--- config.mk ---
export PLATFORM = sky130hd
export DESIGN_NAME = lw_sram
export DESIGN_NICKNAME = d
export VERILOG_FILES = /design/src/rtl/lw_sram_pkg.sv /design/src/rtl/lw_burst_gen.sv /design/src/rtl/lw_late_pipe.sv /design/src/rtl/lw_sram_array.sv /design/src/rtl/lw_sram.sv
export SDC_FILE = /design/constraint.sdc
export NUM_CORES = 2
export LEC_CHECK = 0
export CORE_AREA = 2 2 378 380
export DETAILED_ROUTE_END_ITERATION = 10
export DIE_AREA = 0 0 380 382
export DONT_BUFFER_PORTS = 1
export PLACE_DENSITY_LB_ADDON = 0.12
export SLEW_MARGIN = 25
export SYNTH_ARGS = -nofsm -noshare
export SYNTH_HDL_FRONTEND = slang
export SYNTH_HIERARCHICAL = 1
export SYNTH_SLANG_ARGS = --single-unit
--- constraint.sdc ---
create_clock -name clk -period 3.3 [get_ports clk]
set_input_delay 0.99 -clock clk [delete_from_list [all_inputs] [get_ports clk]]
set_output_delay 0.99 -clock clk [all_outputs]
set_load 0.1 [all_outputs]
--- src/rtl/lw_sram_pkg.sv ---
package lw_sram_pkg;

    localparam int unsigned BURST_W = 2;

    typedef enum logic {
        OP_RD = 1'b0,
        OP_WR = 1'b1
    } op_e;

    // low address bits of a burst beat: linear adds, interleaved flips
    function automatic logic [BURST_W-1:0] burst_low(
        input logic [BURST_W-1:0] base,
        input logic [BURST_W-1:0] cnt,
        input logic               ilv
    );
        return ilv ? (base ^ cnt) : (base + cnt);
    endfunction

endpackage

--- src/rtl/lw_burst_gen.sv ---
module lw_burst_gen
    import lw_sram_pkg::*;
#(
    parameter int unsigned ADDR_W = 6,
    parameter int unsigned NBYTES = 2
) (
    input  logic              clk,
    input  logic              rst_n,
    input  logic              sleep,
    input  logic              sel,
    input  logic              adv,
    input  logic              we_n,
    input  logic [ADDR_W-1:0] addr,
    input  logic [NBYTES-1:0] bw_n,
    input  logic              ilv,
    output logic              cmd_v,
    output op_e               cmd_op,
    output logic [ADDR_W-1:0] cmd_addr,
    output logic [NBYTES-1:0] cmd_bwn
);

    typedef struct packed {
        logic               active;
        op_e                op;
        logic [ADDR_W-1:0]  base;
        logic [BURST_W-1:0] cnt;
    } bst_t;

    bst_t st_d, st_q;
    logic [BURST_W-1:0] cnt_nx;

    always_comb begin
        st_d     = st_q;
        cmd_v    = 1'b0;
        cmd_op   = st_q.op;
        cmd_addr = st_q.base;
        cmd_bwn  = bw_n;
        cnt_nx   = st_q.cnt + 1'b1;
        if (sleep) begin
            st_d.active = 1'b0;
        end else if (!adv) begin
            if (sel) begin
                st_d.active = 1'b1;
                st_d.op     = we_n ? OP_RD : OP_WR;
                st_d.base   = addr;
                st_d.cnt    = '0;
                cmd_v       = 1'b1;
                cmd_op      = we_n ? OP_RD : OP_WR;
                cmd_addr    = addr;
            end else begin
                st_d.active = 1'b0;
            end
        end else if (st_q.active) begin
            st_d.cnt = cnt_nx;
            cmd_v    = 1'b1;
            cmd_addr = {st_q.base[ADDR_W-1:BURST_W],
                        burst_low(st_q.base[BURST_W-1:0], cnt_nx, ilv)};
        end
    end

    always_ff @(posedge clk or negedge rst_n) begin
        if (!rst_n) begin
            st_q <= '{active: 1'b0, op: OP_RD, base: '0, cnt: '0};
        end else begin
            st_q <= st_d;
        end
    end

    // deselect issues nothing
    p_deselect_r1: assert property (@(posedge clk) disable iff (!rst_n)
        (!sleep && !adv && !sel) |-> !cmd_v);

    // sleep blocks every command
    p_sleep_block_r10: assert property (@(posedge clk) disable iff (!rst_n)
        sleep |-> !cmd_v);

    // stray advance issues nothing
    p_stray_adv_r12: assert property (@(posedge clk) disable iff (!rst_n)
        (adv && !st_q.active) |-> !cmd_v);

    // a burst beat stays inside its aligned group of four
    p_burst_group_r7: assert property (@(posedge clk) disable iff (!rst_n)
        (cmd_v && adv) |-> (cmd_addr[ADDR_W-1:BURST_W] == st_q.base[ADDR_W-1:BURST_W]));

endmodule

--- src/rtl/lw_late_pipe.sv ---
module lw_late_pipe
    import lw_sram_pkg::*;
#(
    parameter int unsigned ADDR_W = 6,
    parameter int unsigned NBYTES = 2,
    parameter int unsigned BYTE_W = 9
) (
    input  logic                     clk,
    input  logic                     rst_n,
    input  logic                     pipe_mode,
    input  logic                     cmd_v,
    input  op_e                      cmd_op,
    input  logic [ADDR_W-1:0]        cmd_addr,
    input  logic [NBYTES-1:0]        cmd_bwn,
    input  logic [NBYTES*BYTE_W-1:0] wdata,
    input  logic [NBYTES*BYTE_W-1:0] rd_data,
    output logic [ADDR_W-1:0]        rd_addr,
    output logic                     wr_en,
    output logic [ADDR_W-1:0]        wr_addr,
    output logic [NBYTES-1:0]        wr_ben,
    output logic [NBYTES*BYTE_W-1:0] wr_data,
    output logic [NBYTES*BYTE_W-1:0] q_data,
    output logic                     q_live
);

    localparam int unsigned DATA_W = NBYTES * BYTE_W;

    typedef struct packed {
        logic              v;
        op_e               op;
        logic [ADDR_W-1:0] a;
        logic [NBYTES-1:0] bwn;
    } stg_t;

    typedef struct packed {
        stg_t              s1;
        stg_t              s2;
        logic [DATA_W-1:0] oq;
    } pst_t;

    pst_t st_d, st_q;
    stg_t ret;
    logic fwd_hit;
    logic [DATA_W-1:0] merged;

    // write retirement stage and same-edge forwarding lanes
    assign ret     = pipe_mode ? st_q.s2 : st_q.s1;
    assign fwd_hit = pipe_mode && st_q.s2.v && (st_q.s2.op == OP_WR) &&
                     (st_q.s2.a == st_q.s1.a);

    for (genvar b = 0; b < NBYTES; b++) begin : g_fwd
        assign merged[b*BYTE_W +: BYTE_W] = (fwd_hit && !st_q.s2.bwn[b]) ?
            wdata[b*BYTE_W +: BYTE_W] : rd_data[b*BYTE_W +: BYTE_W];
    end

    always_comb begin
        st_d        = st_q;
        st_d.s1     = '{v: cmd_v, op: cmd_op, a: cmd_addr, bwn: cmd_bwn};
        st_d.s2     = st_q.s1;
        if (st_q.s1.v && st_q.s1.op == OP_RD) begin
            st_d.oq = merged;
        end
        rd_addr = st_q.s1.a;
        wr_en   = ret.v && (ret.op == OP_WR);
        wr_addr = ret.a;
        wr_ben  = ~ret.bwn;
        wr_data = wdata;
        if (pipe_mode) begin
            q_data = st_q.oq;
            q_live = st_q.s2.v && (st_q.s2.op == OP_RD);
        end else begin
            q_data = rd_data;
            q_live = st_q.s1.v && (st_q.s1.op == OP_RD);
        end
    end

    always_ff @(posedge clk or negedge rst_n) begin
        if (!rst_n) begin
            st_q <= '{s1: '{v: 1'b0, op: OP_RD, a: '0, bwn: '1},
                      s2: '{v: 1'b0, op: OP_RD, a: '0, bwn: '1},
                      oq: '0};
        end else begin
            st_q <= st_d;
        end
    end

    // flow-through read result one stage after its command
    p_flow_read_r2: assert property (@(posedge clk) disable iff (!rst_n)
        (!pipe_mode && q_live) |-> $past(cmd_v && cmd_op == OP_RD));

    // registered read result two stages after its command
    p_pipe_read_r3: assert property (@(posedge clk) disable iff (!rst_n)
        (pipe_mode && q_live) |-> $past(cmd_v && cmd_op == OP_RD, 2));

    // write retires on the edge that samples its late data
    p_flow_write_r4: assert property (@(posedge clk) disable iff (!rst_n)
        (!pipe_mode && wr_en) |-> $past(cmd_v && cmd_op == OP_WR));

    p_pipe_write_r4: assert property (@(posedge clk) disable iff (!rst_n)
        (pipe_mode && wr_en) |-> $past(cmd_v && cmd_op == OP_WR, 2));

endmodule

--- src/rtl/lw_sram_array.sv ---
module lw_sram_array #(
    parameter int unsigned ADDR_W = 6,
    parameter int unsigned NBYTES = 2,
    parameter int unsigned BYTE_W = 9
) (
    input  logic                     clk,
    input  logic                     rst_n,
    input  logic                     wr_en,
    input  logic [ADDR_W-1:0]        wr_addr,
    input  logic [NBYTES-1:0]        wr_ben,
    input  logic [NBYTES*BYTE_W-1:0] wr_data,
    input  logic [ADDR_W-1:0]        rd_addr,
    output logic [NBYTES*BYTE_W-1:0] rd_data
);

    localparam int unsigned DEPTH = 1 << ADDR_W;

    for (genvar b = 0; b < NBYTES; b++) begin : g_lane
        logic [BYTE_W-1:0] lane_q [DEPTH];

        always_ff @(posedge clk or negedge rst_n) begin
            if (!rst_n) begin
                for (int i = 0; i < DEPTH; i++) begin
                    lane_q[i] <= '0;
                end
            end else if (wr_en && wr_ben[b]) begin
                lane_q[wr_addr] <= wr_data[b*BYTE_W +: BYTE_W];
            end
        end

        assign rd_data[b*BYTE_W +: BYTE_W] = lane_q[rd_addr];
    end

endmodule

--- src/rtl/lw_sram.sv ---
module lw_sram
    import lw_sram_pkg::*;
#(
    parameter int unsigned ADDR_W = 6,
    parameter int unsigned NBYTES = 2,
    parameter int unsigned BYTE_W = 9
) (
    input  logic                     clk,
    input  logic                     rst_n,
    input  logic                     pipe_mode,
    input  logic                     burst_ilv,
    input  logic                     cs0_n,
    input  logic                     cs1,
    input  logic                     cs2_n,
    input  logic                     adv,
    input  logic                     we_n,
    input  logic [ADDR_W-1:0]        addr,
    input  logic [NBYTES-1:0]        bw_n,
    input  logic [NBYTES*BYTE_W-1:0] wdata,
    input  logic                     oe_n,
    input  logic                     sleep,
    output logic [NBYTES*BYTE_W-1:0] dq_out,
    output logic                     dq_drv
);

    localparam int unsigned DATA_W = NBYTES * BYTE_W;

    logic              sel;
    logic              cmd_v;
    op_e               cmd_op;
    logic [ADDR_W-1:0] cmd_addr;
    logic [NBYTES-1:0] cmd_bwn;
    logic [ADDR_W-1:0] rd_addr;
    logic              wr_en;
    logic [ADDR_W-1:0] wr_addr;
    logic [NBYTES-1:0] wr_ben;
    logic [DATA_W-1:0] wr_data;
    logic [DATA_W-1:0] rd_data;
    logic [DATA_W-1:0] q_data;
    logic              q_live;

    assign sel = !cs0_n && cs1 && !cs2_n;

    lw_burst_gen #(.ADDR_W(ADDR_W), .NBYTES(NBYTES)) u_burst (
        .clk      (clk),
        .rst_n    (rst_n),
        .sleep    (sleep),
        .sel      (sel),
        .adv      (adv),
        .we_n     (we_n),
        .addr     (addr),
        .bw_n     (bw_n),
        .ilv      (burst_ilv),
        .cmd_v    (cmd_v),
        .cmd_op   (cmd_op),
        .cmd_addr (cmd_addr),
        .cmd_bwn  (cmd_bwn)
    );

    lw_late_pipe #(.ADDR_W(ADDR_W), .NBYTES(NBYTES), .BYTE_W(BYTE_W)) u_pipe (
        .clk       (clk),
        .rst_n     (rst_n),
        .pipe_mode (pipe_mode),
        .cmd_v     (cmd_v),
        .cmd_op    (cmd_op),
        .cmd_addr  (cmd_addr),
        .cmd_bwn   (cmd_bwn),
        .wdata     (wdata),
        .rd_data   (rd_data),
        .rd_addr   (rd_addr),
        .wr_en     (wr_en),
        .wr_addr   (wr_addr),
        .wr_ben    (wr_ben),
        .wr_data   (wr_data),
        .q_data    (q_data),
        .q_live    (q_live)
    );

    lw_sram_array #(.ADDR_W(ADDR_W), .NBYTES(NBYTES), .BYTE_W(BYTE_W)) u_array (
        .clk     (clk),
        .rst_n   (rst_n),
        .wr_en   (wr_en),
        .wr_addr (wr_addr),
        .wr_ben  (wr_ben),
        .wr_data (wr_data),
        .rd_addr (rd_addr),
        .rd_data (rd_data)
    );

    // asynchronous driver control overrides the synchronous read slot
    assign dq_drv = q_live && !oe_n && !sleep;
    assign dq_out = dq_drv ? q_data : '0;

    // nothing reaches the bus in the first cycle after reset
    p_quiet_after_reset_r11: assert property (@(posedge clk) disable iff (!rst_n)
        $rose(rst_n) |-> !dq_drv);

endmodule

## After elaboration in Yosys (flattened, before gate mapping)

Cells that the tools add are included.

- Bits of input ports: 37
- Logic and storage cells: 215
- Output and inout port bits: 19
- Flip-flop bits (word level): 1200

- Muxes and demuxes: 34
- Reductions and logical operators: 24
- Order comparisons: 3
- Equal/unequal tests: 3
- Bitwise operators: 8
- $add $sub $neg: 2

Operators with widths:

| kind | number |
|---|---|
| $bwmux W576 | 2 |
| $bmux W9 S6 | 2 |
| $mux W9 | 8 |
| $demux W9 S6 | 1 |
| $mux W18 | 2 |
| $mux W6 | 3 |
| $logic_and A1 B1 Y1 | 15 |
| $ge A7 B7 Y1 const B | 2 |
| $not A6 Y7 | 2 |
| $mux W1 | 10 |
| $mux W10 | 1 |
| $mux W2 | 4 |
| $mux W8 | 1 |
| $lt A7 B1 Y1 const B | 1 |
| $eq A6 B6 Y1 | 1 |
| $logic_not A1 Y1 | 6 |
| $reduce_and A3 Y1 | 2 |
| $ne A2 B1 Y1 const B | 2 |
| $not A1 Y1 | 4 |
| $add A2 B1 Y2 const B | 1 |
| $add A2 B2 Y2 | 1 |
| $not A2 Y2 | 1 |
| $reduce_bool A2 Y1 | 1 |
| $xor A2 B2 Y2 | 1 |

## Longest topological paths before layout

- Depth after elaboration: 7
- Depth in mapped cells: 14
- Gate-level depth less buffers: 7

## By module

Netlist, hierarchy kept.

Modules (own cells, without submodules):

| module | cells an instance | area each (um^2) | times used |
|---|---|---|---|
| lw_sram_array | 3330 | 53088.4 | 1 |
| lw_late_pipe | 193 | 2064.5 | 1 |
| lw_burst_gen | 60 | 664.4 | 1 |
| lw_sram | 23 | 312.8 | 1 |

## Least setup slack after synthesis

No wires, ideal clock.

- Kind: input-to-output
- Start: in pipe_mode
- End: out dq_drv
- Path buffers: 2
- Required time: 2310 ps
- Setup slack: -1939 ps
- Arrival: 4249 ps
- Cell stages on the path: 5
- Path through: buf_1 nand2_1 o21ai_0 buf_4 nor3b_1

- Cells in the longest elaborated chain, start to end: 3

RTL lines:

| what | line | RTL |
|---|---|---|
| from (decl) | lw_sram.sv:10 | `input logic pipe_mode,` |
| $mux W1 | lw_late_pipe.sv:68 | `if (pipe_mode) begin` |
| via q_live | lw_sram.sv:40 | `logic q_live;` |
| $logic_and A1 B1 Y1 (2 in a row) | lw_sram.sv:91 | `assign dq_drv = q_live && !oe_n && !sleep;` |
| to (decl) | lw_sram.sv:23 | `output logic dq_drv` |

The timed path passes the listed nets, and every way through them passes these cells.

## Final worst setup path

- Start: reg u_pipe.st_q (netlist bit u_pipe/rd_addr[1])
- End: out dq_out[6]

- Cells in the longest elaborated chain, start to end: 6

RTL lines:

| what | line | RTL |
|---|---|---|
| from (decl) | lw_late_pipe.sv:41 | `pst_t st_d, st_q;` |
| from (signal assigned) | lw_late_pipe.sv:79 | `st_q <= '{s1: '{v: 1'b0, op: OP_RD, a: '0, bwn: '1},` |
| from (signal assigned) | lw_late_pipe.sv:83 | `st_q <= st_d;` |
| $not A6 Y7 (implied by the code) | lw_sram_array.sv:31 | `assign rd_data[b*BYTE_W +: BYTE_W] = lane_q[rd_addr];` |
| $bmux W9 S6 | lw_sram_array.sv:31 |  |
| $mux W9 (implied by the code) (2 in a row) | lw_sram_array.sv:31 |  |
| via rd_data[6] | lw_sram.sv:38 | `logic [DATA_W-1:0] rd_data;` |
| $mux W18 | lw_late_pipe.sv:68 |  |
| via q_data[6] | lw_sram.sv:39 | `logic [DATA_W-1:0] q_data;` |
| $mux W18 | lw_sram.sv:92 | `assign dq_out = dq_drv ? q_data : '0;` |
| to (decl) | lw_sram.sv:22 | `output logic [NBYTES*BYTE_W-1:0] dq_out,` |

The timed path passes the listed nets, and every way through them passes these cells. The select of a mux whose other input is x is not followed.

==> summary.txt <==
STA
  – Final WS setup: -1440 ps
  – Worst-margin pin slew: 770 ps
  – Setup-failing EPs final: 18
  – Final Max Tran Viols: 0
  – Tmin final: 4740 ps
  – Final hold violations: 0
  – Worst slew margin: 48.5%
  – Final Skew: 23.2 ps
  – Max Freq: 211 MHz
  – RSZ-0062 raised after global routing: true
  – WHS: 219 ps
  – Tcrit/Tclk final: 144%

Yosys
  – Cell taking the most area after synthesis: dfrtp_1
  – Synth Flop Type: dfrtp_1
  – Post-synthesis instance total: 3606
  – Number of flops mapped to enable cells by yosys: 0
  – Most area-consuming cells after synthesis: dfrtp_1 (53%), mux2_2 (23%), mux4_2 (12%), mux2i_1 (1.0%), clkbuf_1 (0.98%)
  – Mean post-synth cell area: 15.6 um2
  – Synth warnings: 6
  – Syn_nets: 3644
  – Async set-or-reset flop fraction in the synthesized netlist: 100%
  – Synth top area share: 53.3%
  – Seq/Total Area, Yosys: 53.5%
  – Mapped cell area: 56100 um2
  – Netlist cell types: 67
  – #FFs+latches synth: 1200

Outcome
  – Failing checks: setup timing
  – Status: finished, violations left

Critical path
  – Crit path cell chain: buf_12 > clkbuf_16 > buf_4 > mux4_2 > o22ai_1 > or4_4 > o21ai_1 > buf_4 > mux2_2 > and4bb_4 > buf_12
  – CP required: 2310 ps
  – CP max FO: 6
  – Worst setup EP type: output port
  – Critical Path AT: 3750 ps
  – Max stage delay cell, worst path: or4_4
  – CP Launch Type: flip-flop
  – Setup CP Type: reg -> out
  – CP peak stage delay: 590 ps

Worst hold path
  – Hold Path Class: in -> reg

Cells and area
  – # nets final: 3893
  – Synth-to-Final Area Change: 19.0%
  – Layout cells sized above 1: 58.8%
  – Finished Cell Area: 66800 um2
  – Fill count: 12200
  – Antenna Diode Count: 0

Place
  – Placed cell area: 61100 um2
  – Placer Congestion: 0.819
  – I/O Buffers: 0
  – HPWL after DPL: 105000 um
  – Pre-CTS setup slack: -903 ps

Clocking
  – CTS H-tree lvls: 4
  – CTS Hold Buffers Added: 0
  – TritonCTS Buffers: 137
  – Clock Tree Buf Depth: 3
  – Clock Sinks: 1200
  – CTS tree: built
  – Worst-Skew Late Latency: 770 ps
  – Root Buffer: clkbuf_16
  – Clock slew at reported path FFs: 60 ps

Detailed routing
  – Met1 WL: 70400 um
  – Via count: 32800
  – Top Metal Used: met4
  – Antenna viol nets, final: 0
  – Met2 WL: 78900 um
  – Vias per cell: 5.61
  – Final WL: 159000 um
  – Initial DRC Count: 1958
  – Wire per inst: 27.3 um
  – Post-route DRC: 0
  – DRT Pass-1 Iters: 5
  – Met3 routed WL: 5360 um

GRT
  – Initial antenna violation count: 0
  – Remaining Overflow, GRT: 0
  – Gr usage total: 22.1%
  – Largest net degree at the start of global routing: 96
  – First-pass GRT wire length: 242000 um
  – Number of global-route vias before repair: 36100

Pwr
  – Internal power: 27.5 mW
  – Logic pwr share: 18.9%
  – Switching Share: 27.7%
  – Sequential Power Share: 41.0%
  – Peak VDD IR: 0.363 mV
  – Sw Pwr: 10.5 mW
  – Leakage: 31.1 nW
  – Pwr/cell area: 570 nW/um2
  – Total power: 38.1 mW
  – Clock power share: 40.1%

Floorplanning
  – Die area: 145000 um2
  – Die span in x: 380 um
  – Initial Util: 39.8%
  – Total core area: 141000 um2
  – Chip height: 382 um
  – # IOs: 56
  – Cell Rows: 138

Flow run
  – Max Cap Viol: 0
## synthesized netlist by cell type, types with 32 or more instances
master and instances:
dfrtp_1 1196, mux2_2 1153, o21ai_1 36, o22ai_1 34, nor2_4 48, buf_4 55
clkbuf_1 146, mux2_1 43, nor2_1 51, buf_2 49, mux2i_1 56, nor2_2 74
mux4_2 289, o21ai_0 32
## power groups by stage
stage / logic (mW) / clock network [mW] / registers, mW
global route: 7.58 / 16.3 / 15.7
floorplan: 3.94 / 0 / 15.7
global placement: 6.35 / 0 / 15.8
finish: 7.19 / 15.3 / 15.6
CTS: 6.92 / 15.7 / 15.6
detailed placement: 6.43 / 0 / 15.9
## cell type report
type / instances / area, um2 / share of cell area, %
clock inverters: 41 / 500 / 0.749
clock buffers: 202 / 4040 / 6.05
inverters: 12 / 45.0 / 0.0674
multi-input cells: 2096 / 25200 / 37.8
repair buffers: 408 / 4580 / 6.86
well taps: 1890 / 2360 / 3.54
flip-flops and latches: 1200 / 30100 / 45.0
## timing repair
| action | in CTS | in global routing |
|---|---|---|
| gates cloned | 5 | 4 |
| buffers inserted | 15 | 16 |
| setup endpoints to repair | 19 | 21 |
| resized for setup | 94 | 51 |
| pin swaps | 20 | 11 |
## worst paths after layout
| path | slack [ps] | depth (start not counted) | endpoint | startpoint |
|---|---|---|---|---|
| worst max register to register | 220 | 8 | u_array/g_lane[1].lane_q[227] | u_pipe/rd_addr[3] |
| worst min register to register | 360 | 0 | u_pipe/st_q[19] | u_pipe/st_d[19] |
| min in group asynchronous | 240 | 1 | u_array/g_lane[0].lane_q[282] | rst_n |
| worst min-delay path | 220 | 0 | u_pipe/st_d[19] | bw_n[1] |
| max in group asynchronous | 1910 | 2 | u_pipe/rd_addr[4] | rst_n |
| worst max-delay path | -1440 | 11 | dq_out[6] | u_pipe/rd_addr[1] |
## flip-flops by register name, summed over array words and instances (netlist names)
register               flops
u_pipe/st_d                4
u_array/g_lane.lane_q   1152
u_pipe/st_q               28
u_pipe/rd_addr             6
u_burst/st_q              10
## routing by layer
| metal | track usage [%] | up-vias |
|---|---|---|
| li1 | - | 14000 |
| met1 | 29.7 | 18000 |
| met2 | 37.2 | 631 |
| met3 | 3.05 | 223 |
| met4 | 7.03 | 0 |
| met5 | 0 | - |
## metrics by stage
stage | TNS, ps | instances | util, %
global placement | -12570 | 5569 | 43.4
CTS | -25640 | 5831 | 47.1
floorplan | -10630 | 3606 | -
finish | -24550 | 5849 | 47.4
global route | -26390 | 5849 | 47.4
detailed placement | -12430 | 5569 | 43.4
## worst max-delay path, delay by kind of cell (launching register included)
kind            cells  cell delay (ps)
compound gates      2              260
simple gates        2              840
mux                 2              530
flops               1              520
buf+inv             5              820
## cell usage in the layout (no fill, tap or decap), types with 15 or more instances in the layout
master / instances
nor2_2: 81
mux2_4: 18
clkinv_2: 15
nand4b_1: 18
buf_12: 90
o21ai_0: 20
mux4_2: 289
a31oi_1: 18
mux2_2: 1140
nand2_1: 19
buf_4: 280
nor2_4: 55
clkbuf_16: 141
clkbuf_8: 37
o21ai_1: 39
mux2i_1: 39
nor2_1: 37
buf_6: 20
o22ai_1: 33
a21oi_1: 22
dfrtp_1: 1189
mux2_1: 43
clkbuf_1: 28
## logic make-up (layout without fill, tap and decap cells)
logic type               after synthesis  after routing  synth area share, %
adder cells (fa/ha/maj)                1              1               0.0223
multiplexers                        1546           1546                 36.7
flip-flops                          1200           1200                 53.5
buffers and inverters                310            663                 2.87
AO/OA/AOI/OAI                        204            204                 2.25
AND/OR/NAND/NOR                      337            337                 4.50
XOR/XNOR                               8              8                0.125
No activity file was read; power rests on OpenSTA's default activity.
